## src/rtl/loop_branch_pkg.sv

```systemverilog
package loop_branch_pkg;

    localparam int SEL_W = 3;

    typedef enum logic [1:0] {
        OP_DEC  = 2'b00,
        OP_TEST = 2'b01,
        OP_INC  = 2'b10,
        OP_BAD  = 2'b11
    } step_op_t;

    typedef enum logic {
        ST_IDLE = 1'b0,
        ST_DONE = 1'b1
    } lbu_state_t;

    typedef struct packed {
        step_op_t         op;
        logic             sense_nz;
        logic             disp_sign;
        logic             spare;
        logic [SEL_W-1:0] sel;
    } ext_fields_t;

endpackage

```

## src/rtl/lbu_decode.sv

```systemverilog
module lbu_decode
    import loop_branch_pkg::*;
#(
    parameter int NARROW_REGS = 3
) (
    input  logic [7:0]       ext,
    output ext_fields_t      fields,
    output logic             narrow,
    output logic             legal
);
    always_comb begin
        fields = ext_fields_t'(ext);
        narrow = (32'(fields.sel) < NARROW_REGS);
        legal  = (fields.op != OP_BAD);
    end
endmodule

```

## src/rtl/lbu_count.sv

```systemverilog
module lbu_count
    import loop_branch_pkg::*;
#(
    parameter int DATA_W   = 16,
    parameter int NARROW_W = 8
) (
    input  logic [DATA_W-1:0] value,
    input  step_op_t          op,
    input  logic              narrow,
    output logic [DATA_W-1:0] result,
    output logic              is_zero
);
    localparam int PAD_W = DATA_W - NARROW_W;

    logic [DATA_W-1:0]   step;
    logic [DATA_W-1:0]   wide_sum;
    logic [NARROW_W-1:0] narrow_sum;
    logic [DATA_W-1:0]   narrow_ext;

    always_comb begin
        unique case (op)
            OP_DEC:  step = '1;
            OP_INC:  step = DATA_W'(1);
            default: step = '0;
        endcase
    end

    assign wide_sum   = value + step;
    assign narrow_sum = value[NARROW_W-1:0] + step[NARROW_W-1:0];

    generate
        if (PAD_W > 0) begin : g_pad
            assign narrow_ext = {{PAD_W{1'b0}}, narrow_sum};
        end else begin : g_nopad
            assign narrow_ext = narrow_sum;
        end
    endgenerate

    always_comb begin
        if (narrow) begin
            result  = narrow_ext;
            is_zero = (narrow_sum == '0);
        end else begin
            result  = wide_sum;
            is_zero = (wide_sum == '0);
        end
    end
endmodule

```

## src/rtl/lbu_target.sv

```systemverilog
module lbu_target #(
    parameter int ADDR_W = 16,
    parameter int DISP_W = 8
) (
    input  logic [ADDR_W-1:0] pc,
    input  logic              sign,
    input  logic [DISP_W-1:0] disp,
    output logic [ADDR_W-1:0] target
);
    localparam int HI_W = ADDR_W - DISP_W;

    logic [ADDR_W-1:0] offset;

    generate
        if (HI_W > 0) begin : g_ext
            assign offset = {{HI_W{sign}}, disp};
        end else begin : g_noext
            assign offset = disp;
        end
    endgenerate

    assign target = pc + offset;
endmodule

```

## src/rtl/loop_branch_unit.sv

```systemverilog
module loop_branch_unit
    import loop_branch_pkg::*;
#(
    parameter int DATA_W      = 16,
    parameter int NARROW_W    = 8,
    parameter int ADDR_W      = 16,
    parameter int DISP_W      = 8,
    parameter int NARROW_REGS = 3
) (
    input  logic              clk,
    input  logic              rst_n,
    input  logic              start,
    input  logic [7:0]        ext_code,
    input  logic [DISP_W-1:0] disp_lo,
    input  logic [ADDR_W-1:0] pc_after,
    output logic [SEL_W-1:0]  rd_sel,
    input  logic [DATA_W-1:0] rd_data,
    output logic              done,
    output logic              wb_en,
    output logic [SEL_W-1:0]  wb_sel,
    output logic [DATA_W-1:0] wb_data,
    output logic              taken,
    output logic [ADDR_W-1:0] target,
    output logic              illegal
);
    lbu_state_t  state_q, state_d;
    ext_fields_t fields;
    logic        narrow, legal;
    logic [DATA_W-1:0] new_val;
    logic        new_zero;
    logic [ADDR_W-1:0] new_target;
    logic        branch_hit;

    logic              legal_q, hit_q, spare_q;
    logic [SEL_W-1:0]  sel_q;
    logic [DATA_W-1:0] val_q;
    logic [ADDR_W-1:0] tgt_q;

    lbu_decode #(.NARROW_REGS(NARROW_REGS)) u_dec (
        .ext    (ext_code),
        .fields (fields),
        .narrow (narrow),
        .legal  (legal)
    );

    lbu_count #(.DATA_W(DATA_W), .NARROW_W(NARROW_W)) u_cnt (
        .value   (rd_data),
        .op      (fields.op),
        .narrow  (narrow),
        .result  (new_val),
        .is_zero (new_zero)
    );

    lbu_target #(.ADDR_W(ADDR_W), .DISP_W(DISP_W)) u_tgt (
        .pc     (pc_after),
        .sign   (fields.disp_sign),
        .disp   (disp_lo),
        .target (new_target)
    );

    assign rd_sel     = fields.sel;
    assign branch_hit = legal && (fields.sense_nz ? !new_zero : new_zero);

    always_comb begin
        state_d = state_q;
        unique case (state_q)
            ST_IDLE: if (start) state_d = ST_DONE;
            ST_DONE: state_d = start ? ST_DONE : ST_IDLE;
            default: state_d = ST_IDLE;
        endcase
    end

    always_ff @(posedge clk or negedge rst_n) begin
        if (!rst_n) state_q <= ST_IDLE;
        else        state_q <= state_d;
    end

    always_ff @(posedge clk or negedge rst_n) begin
        if (!rst_n) begin
            legal_q <= 1'b1;
            hit_q   <= 1'b0;
            spare_q <= 1'b0;
            sel_q   <= '0;
            val_q   <= '0;
            tgt_q   <= '0;
        end else if (start) begin
            legal_q <= legal;
            hit_q   <= branch_hit;
            spare_q <= fields.spare;
            sel_q   <= fields.sel;
            val_q   <= new_val;
            tgt_q   <= new_target;
        end
    end

    always_comb begin
        done    = 1'b0;
        wb_en   = 1'b0;
        taken   = 1'b0;
        illegal = 1'b0;
        unique case (state_q)
            ST_IDLE: ;
            ST_DONE: begin
                done    = 1'b1;
                wb_en   = legal_q;
                taken   = hit_q && legal_q;
                illegal = !legal_q;
            end
            default: ;
        endcase
        wb_sel  = sel_q;
        wb_data = val_q;
        target  = tgt_q;
    end

    logic unused_spare;
    assign unused_spare = spare_q;
endmodule

```

## config.mk

```make
export PLATFORM = sky130hd
export DESIGN_NAME = loop_branch_unit
export DESIGN_NICKNAME = d
export VERILOG_FILES = /design/src/rtl/loop_branch_pkg.sv /design/src/rtl/lbu_decode.sv /design/src/rtl/lbu_count.sv /design/src/rtl/lbu_target.sv /design/src/rtl/loop_branch_unit.sv
export SDC_FILE = /design/constraint.sdc
export NUM_CORES = 1
export LEC_CHECK = 0
export ABC_AREA = 1
export BUFFER_PORTS_ARGS = -buffer_cell sky130_fd_sc_hd__clkbuf_2
export CAP_MARGIN = 40
export CORE_MARGIN = 5
export CORE_UTILIZATION = 30
export CTS_BUF_LIST = sky130_fd_sc_hd__clkbuf_4
export DETAILED_ROUTE_END_ITERATION = 8
export GPL_ROUTABILITY_DRIVEN = 0
export SLEW_MARGIN = 0
export SYNTH_ARGS = -nofsm -noshare
export SYNTH_HDL_FRONTEND = slang
export SYNTH_HIERARCHICAL = 1
export SYNTH_SLANG_ARGS = --single-unit
```

## constraint.sdc

```tcl
create_clock -name clk -period 0.9 [get_ports clk]
set_input_delay 0.09 -clock clk [delete_from_list [all_inputs] [get_ports clk]]
set_output_delay 0.09 -clock clk [all_outputs]
set_load 0.005 [all_outputs]
```

==> metrics.txt, run 1 <==
RSZ-0062 raised after global routing yes; ANT nets after route 0; CTS tree built; WL final about 11,000 um; Avg Cell Area, Syn 6.30 sq um; core area 11,900 sq um; crit path time final approximately 1.7 ns; Placement Cell Area ~4800 sq um; initial antenna violation count 1; worst vdd ir 611 uV; Warnings, synthesis 6; post-DP HPWL between 8000 and 9000 um; Comb pwr share roughly 52%; largest net degree at the start of global routing 39; failing checks negative setup slack; # rows 40; setup violators final 65; Die Y 119 um; Initial Utilization a little under a third; slew of the pin with the lowest slew margin ~0.33 ns; worst skew pair latency between 0.3 and 0.4 ns; layout cells sized above 1 about half; I/O pin count just over 90; pre-CTS setup slack -1.29 ns; TNS Setup -10.66 ns; Sw Share 37.7%; PD cells 1070 nW/um^2; Layout area overhead 63.5%; Crit. End Element flip-flop; Worst setup SP type input pin; clock share of power between 10% and 20%; Hold Crit Class in2reg; relative slew slack roughly 78%; GRT Overall Usage between 10 and 15%; Syn Nets 639; first-pass GRT wire length around 18,000 um; Initial DRC Count 172; wire length per cell 12.2 um; gr ovfl total 0; detail-routed via count per cell about 4.5; First-pass DRT Iterations 4; Final Worst Setup Slack -0.845 ns; DIE WIDTH 119 um; Max-cap violations 0; maximum fanout along the worst path 4; Fmax approximately 570 MHz; fin cells around 900; dpl cells between 800 and 900; leakage power 3.22 nW; Final period util 194%; fin. max-slew vios 0; vias between 4,000 and 5,000; # DRC 0; synthesized area about 3600 sq um; clock root cell clkbuf_4; Num CTS Buffers 5; CP Data Required Time ~1.1 ns; clk_skew 0 ns; Int Power just under 4 mW; Flop pwr share between 30% and 40%; run status complete, but fails checks; Max clock buf depth 2; Post-layout nets around 800; Setup CP Type in2reg; DIE AREA around 14,000 sq um; endpoints failing hold 0; cell count after synthesis 569; fin area 5860 sq um; clock-pin slew on the worst setup and hold paths 0.12 ns; NetSw ~2.4 mW; vias in the first global route about 3,900; clk sink count 38; number of H-tree levels 2; IO Port Bufs 91; crit path DAT just under 2 ns
[power by group through the flow]
| stage | Combinational, mW | Sequential (mW) | Clock [mW] |
|---|---|---|---|
| after floorplan | 1.46 | 2.14 | 0 |
| after global placement | 2.50 | 2.16 | 0 |
| after detailed placement | 2.53 | 2.16 | 0 |
| after CTS | 2.95 | 2.13 | 0.937 |
| after global routing | 3.61 | 2.15 | 1.01 |
| final | 3.25 | 2.12 | 0.873 |
[final cells by class]
| type | instances | area [sq um] |
|---|---|---|
| Clock inverter | 2 | 8.76 |
| Inverter | 78 | 298 |
| Antenna cell | 2 | 5.00 |
| Tap cell | 147 | 184 |
| Timing Repair Buffer | 195 | 1440 |
| Sequential cell | 38 | 952 |
| Multi-Input combinational cell | 433 | 2920 |
| Fill cell | 1146 | 6010 |
| Clock buffer | 6 | 45.0 |
[layer usage]
| metal | vias to the layer above | track usage, % | share of wire [%] | wire length (um) |
|---|---|---|---|---|
| li1 | 2093 | - | - | - |
| met5 | - | 0 | 0 | 0 |
| met1 | 1862 | 19.8 | 45 | 4960 |
| met3 | 9 | 3.23 | 6.2 | 681 |
| met2 | 109 | 24.9 | 48 | 5260 |
| met4 | 0 | 2.03 | 0.86 | 95 |
[cell usage in the layout (no fill, tap or decap), types with 10 or more instances in the layout]
cell type / instances
nand2_4: 28
inv_2: 11
nor2_4: 13
dfrtp_1: 37
nand3_2: 10
a21oi_2: 11
nand2_1: 199
buf_6: 17
nor2_1: 16
nand3_1: 12
ha_4: 16
nand2_2: 59
buf_4: 81
nor2_2: 13
clkbuf_2: 82
inv_1: 66
[critical path, cell delays in order]
cell	delay, ns
buf_8	0.10
nor2_4	0.16
buf_6	0.13
nand2_4	0.05
nand2_4	0.07
inv_2	0.04
ha_4	0.14
inv_2	0.06
nand2_4	0.08
nand4_1	0.11
nand2_2	0.10
nand2_2	0.09
nand2_1	0.07
nand2_2	0.09
nand3_2	0.08
nor2_1	0.11
nand2_1	0.08
a21oi_2	0.15
nand2_1	0.06
nand3_1	0.07
nand2_1	0.05
[path summary, 6_finish.rpt]
kind,startpoint,endpoint,slack [ns],cells past startpoint
worst max-delay path,ext_code[6],hit_q,-0.85,21
worst min-delay path,disp_lo[0],target[0],0.05,4
worst max register to register,wb_sel[1],wb_sel[1],0.05,4
worst min register to register,wb_sel[2],wb_sel[2],0.49,2
max in group asynchronous,rst_n,legal_q,0.39,3
min in group asynchronous,rst_n,wb_data[12],0.24,3
[through the flow]
step / power, mW / hold WS, ns / util, %
2_1_floorplan: 3.60 / -0.206 / -
4_1_cts: 6.02 / 0.0422 / 45.9
6_report: 6.25 / 0.0464 / 49.4
5_1_grt: 6.77 / 0.0395 / 49.3
3_3_place_gp: 4.65 / 0.0745 / 40.8
3_5_place_dp: 4.70 / 0.0745 / 40.8
[state kept, by name, summed over array words and instances (netlist names)]
| register | cells |
|---|---|
| target | 16 |
| wb_data | 16 |
| legal_q | 1 |
| hit_q | 1 |
| wb_sel | 3 |
| state_q | 1 |
[repair_timing]
| item | in CTS | in global routing |
|---|---|---|
| endpoints found under the setup margin | 64 | 65 |
| gates cloned | 0 | 0 |
| pin swaps | 52 | 70 |
| hold buffers | 3 | 0 |
| resized for setup | 86 | 81 |
| buffers inserted | 24 | 18 |
| hold endpoints to repair | 40 | 0 |
Note: power is estimated with default switching activity, not from simulation.
==> run 2, diff against run 1 <==
--- a/config.mk
+++ b/config.mk
@@ -8,6 +8,7 @@
 export ABC_AREA = 1
 export BUFFER_PORTS_ARGS = -buffer_cell sky130_fd_sc_hd__clkbuf_2
 export CAP_MARGIN = 40
+export CORE_ASPECT_RATIO = 1.2
 export CORE_MARGIN = 5
 export CORE_UTILIZATION = 30
 export CTS_BUF_LIST = sky130_fd_sc_hd__clkbuf_4
==> metrics.txt, run 2 (synthesized netlist as in run 1, its figures left out) <==
Placement Cell Area approximately 5000 sq um; GRT Overall Usage about 15%; Worst setup SP type input pin; Final period util 192%; run status complete, but fails checks; first-pass GRT wire length about 17,000 um; Layout area overhead 57.1%; wire length per cell roughly 12 um; Final Worst Setup Slack -0.825 ns; crit path from ext_code[6]; TNS Setup -10.72 ns; leakage power ~3.1 nW; CP Data Required Time roughly 1.2 ns; crit path time final 1.73 ns; gr ovfl total 0; PD cells about 1100 nW/um^2; largest net degree at the start of global routing 39; Max clock buf depth 2; dpl cells a little under 900; CTS tree built; pre-CTS setup slack -1.21 ns; # rows 43; Top cell by count, worst path nand2_1; RSZ-0062 raised after global routing yes; number of H-tree levels 2; Post-layout nets just over 800; slew of the pin with the lowest slew margin 0.409 ns; RR Startpoint wb_data[1]; layout cells sized above 1 a little under half; First-pass DRT Iterations 4; Initial Utilization 30.8%; Setup CP Type in2reg; Max-cap violations 0; vias about 4,000; relative slew slack 72.4%; Num CTS Buffers 5; clock root cell clkbuf_4; vias in the first global route between 3,000 and 4,000; fill cell count about 1,200; detail-routed via count per cell roughly 4.4; setup violators final 64; Hold Crit Class in2reg; DIE WIDTH 110 um; Initial DRC Count 70; hold slack between 0.05 and 0.06 ns; Die Y between 100 and 150 um; Fmax between 500 and 600 MHz; maximum fanout along the worst path 8; slowest CP cell nor2_4; Worst path max stage delay 0.21 ns; Power, Total between 6 and 7 mW; fin util a little under 50%; WL final 10,900 um; # DRC 0; area taken by multi-input logic gates roughly 2800 sq um; crit path DAT approximately 2.0 ns; clk_skew 0 ns; Buf+Inv Stages, Crit Path 2; post-DP HPWL 8660 um; core area about 12,000 sq um; fin cells around 900; worst skew pair latency 0.35 ns; fin. max-slew vios 0; initial antenna violation count 1; Crit. End Element flip-flop; worst hold path startpoint start; ANT nets after route 0; most common cell after layout, fill and taps aside nand2_1; IO Port Bufs 91; failing checks negative setup slack; Top delay family on crit path simple AND/OR/NAND/NOR gates; Seq. cell area between 900 and 1000 sq um; CP cell instances buf_8 -> nor2_4 -> buf_6 -> xor2_4 -> nand2_2 -> nor2_2 -> and2_1 -> nand2_1 -> nand2_1 -> nand2_1 -> nand2_2 -> nand2_1 -> nor2_1 -> nand2_1 -> a21oi_2 -> nand2_1 -> nand3_1 -> nand2_1; clock-pin slew on the worst setup and hold paths approximately 0.12 ns; I/O pin count just over 90; fin area 5630 sq um; DIE AREA 14,200 sq um; endpoints failing hold 0; clk sink count 38; worst vdd ir 450 uV; most frequent cells in the layout nand2_1, clkbuf_2, buf_4
run 2: layout make-up:
class | count | share of cell area (%)
inverters | 78 | 5.38
flip-flops and latches | 38 | 16.9
diodes | 1 | 0.0445
well taps | 157 | 3.49
multi-input cells | 433 | 49.2
repair buffers | 188 | 24.0
clock inverters | 2 | 0.156
clock buffers | 6 | 0.800
run 2: worst paths after layout:
path | slack, ns | cells past startpoint | to
max reg2reg | 0.04 | 4 | wb_data[1]
min in group asynchronous | 0.23 | 3 | state_q
max in group asynchronous | 0.42 | 3 | legal_q
min reg2reg | 0.49 | 2 | wb_sel[1]
min | 0.06 | 3 | legal_q
max | -0.83 | 18 | hit_q
run 2: repair_timing:
| action | CTS | global route |
|---|---|---|
| hold buffers | 3 | 2 |
| hold endpoints to repair | 40 | 1 |
| pin swaps | 31 | 71 |
| resized for setup | 46 | 71 |
| setup endpoints to repair | 64 | 66 |
| buffers inserted | 10 | 11 |
run 2: layer usage:
metal / wire [um] / global-route usage (%) / vias up
met4: 272 / 6.53 / 0
met1: 4220 / 16.0 / 1826
li1: - / - / 2071
met5: 0 / 0 / -
met3: 435 / 1.73 / 19
met2: 6010 / 29.6 / 88
run 2: tightest hold or removal path, stage by stage:
cell,delay (ns)
clkbuf_2,0.16
nand2_1,0.11
nand2_1,0.05
run 2: power by group:
group	switching [mW]	leakage, nW	internal (mW)
Combinational	1.55	2.62	1.50
Sequential	0.162	0.467	1.96
Clock	0.558	0.0331	0.324
==> run 3, diff against run 2 <==
--- a/config.mk
+++ b/config.mk
@@ -7,10 +7,9 @@
 export LEC_CHECK = 0
 export ABC_AREA = 1
 export BUFFER_PORTS_ARGS = -buffer_cell sky130_fd_sc_hd__clkbuf_2
-export CAP_MARGIN = 40
 export CORE_ASPECT_RATIO = 1.2
 export CORE_MARGIN = 5
-export CORE_UTILIZATION = 30
+export CORE_UTILIZATION = 40
 export CTS_BUF_LIST = sky130_fd_sc_hd__clkbuf_4
 export DETAILED_ROUTE_END_ITERATION = 8
 export GPL_ROUTABILITY_DRIVEN = 0
==> metrics.txt, run 3 (synthesized netlist as in run 1, its figures left out) <==
First-pass DRT Iterations 4; fill cell count between 700 and 800; layout cells sized above 1 a little over 50%; most frequent cells in the layout nand2_1, buf_4, clkbuf_2; # DRC 0; worst hold path startpoint ext_code[5]; number of H-tree levels 2; leakage power about 3.3 nW; # rows 37; DIE AREA between 10,000 and 15,000 sq um; Max clock buf depth 2; clock root cell clkbuf_4; pre-CTS setup slack -1.21 ns; Fmax roughly 580 MHz; slew of the pin with the lowest slew margin around 0.45 ns; TNS Setup -10.89 ns; Worst setup SP type input pin; setup violators final 64; CTS tree built; FF-to-FF End legal_q; Final period util 193%; Buf+Inv Stages, Crit Path 5; GRT Overall Usage 20.4%; fin area 5940 sq um; most common cell after layout, fill and taps aside nand2_1; ANT nets after route 0; Top delay family on crit path simple AND/OR/NAND/NOR gates; Layout area overhead 65.7%; wire length per cell 12.7 um; maximum fanout along the worst path 6; Max-cap violations 0; initial antenna violation count 0; Stages on worst setup path 21; Hold Crit Class in2reg; clk_skew 0 ns; Initial Utilization 41.4%; endpoints failing hold 0; vias in the first global route 4,035; slowest CP cell nor2_2; Post-layout nets between 800 and 900; PD cells ~1200 nW/um^2; core area around 8700 sq um; CP Data Required Time 1.13 ns; post-DP HPWL 8370 um; failing checks negative setup slack; Critical Path End hit_q; WL final about 11,000 um; I/O pin count 93; Setup CP Type in2reg; detail-routed via count per cell roughly 4.7; Crit. End Element flip-flop; Placement Cell Area around 4800 sq um; vias 4,145; crit path DAT between 1.5 and 2 ns; IO Port Bufs 91; Die Y ~110 um; fin. max-slew vios 0; clk sink count 38; R2R cell count 3; largest net degree at the start of global routing 39; CP cell instances buf_8 -> nor2_4 -> buf_12 -> buf_8 -> buf_6 -> nand2_4 -> nand2_4 -> inv_4 -> nand2_1 -> nor2_2 -> nand2_2 -> nand2_1 -> nand2_1 -> nand2_2 -> nand3_1 -> nor2_1 -> nand2_1 -> a21oi_2 -> nand2_1 -> nand3_1 -> nand2_1; worst vdd ir roughly 660 uV; run status complete, but fails checks; RSZ-0062 raised after global routing yes; Worst path max stage delay 0.20 ns; crit path from ext_code[7]; RR Startpoint legal_q; DIE WIDTH between 90 and 100 um; first-pass GRT wire length around 18,000 um; crit path time final 1.74 ns; gr ovfl total 0; R2R setup slack about 0.050 ns; clock-pin slew on the worst setup and hold paths roughly 0.11 ns; Top cell by count, worst path nand2_1; Initial DRC Count ~210; Final Worst Setup Slack -0.837 ns; worst skew pair latency 0.33 ns; relative slew slack between 70% and 80%; Num CTS Buffers 5; diodes inserted 0
run 3: worst reg2reg max path, cell delays in order, from the launching register on:
cell     delay (ns)
dfstp_2        0.58
buf_6          0.11
nand2_1        0.05
nand2_1        0.07
run 3: where the power goes:
group | internal (mW) | switching (mW) | leakage, nW
combinational | 1.67 | 1.69 | 2.74
sequential | 1.96 | 0.150 | 0.466
clock | 0.869 | 0.553 | 0.0554
total | 4.50 | 2.39 | 3.26
run 3: worst min path at each step:
stage,cells past startpoint,endpoint,slack (ns)
floorplan,0,hit_q,-0.21
global placement,2,wb_data[0],0.08
detailed placement,2,wb_data[0],0.08
CTS,4,hit_q,0.03
global route,1,state_q,0.05
finish,4,hit_q,0.05
run 3: repair_timing:
action / 4_1_cts / 5_1_grt
pin swaps: 49 / 75
setup buffers: 21 / 18
endpoints found under the setup margin: 65 / 66
gates resized for setup: 79 / 88
hold endpoints to repair: 41 / 0
hold buffers: 4 / 0
run 3: through the flow:
stage                     total power, mW  util (%)  hold WS [ns]  cells
final                                6.89      68.6        0.0528    875
after global routing                 7.42      68.6        0.0505    875
after CTS                            6.58      63.4        0.0274    858
after detailed placement             4.72      56.0        0.0793    825
after global placement               4.68      56.0        0.0828    825
after floorplan                      3.60         -        -0.206    569
run 3: layout make-up:
class                      count  area [sq um]  share of cell area [%]
clock inverter                 3          68.8                    1.16
clock buffer                   5          37.5                   0.632
inverter                      78           305                    5.14
timing repair buffer         201          1470                    24.7
tap                          117           146                    2.47
sequential                    38           953                    16.1
multi-input combinational    433          2960                    49.8
run 3: routing by layer:
metal	global-route usage, %	part of all wire [%]	vias up
met5	0	0	-
met4	8.33	3.2	0
met3	2.37	3.6	28
met2	38.9	57	97
met1	22.1	36	1922
li1	-	-	2098
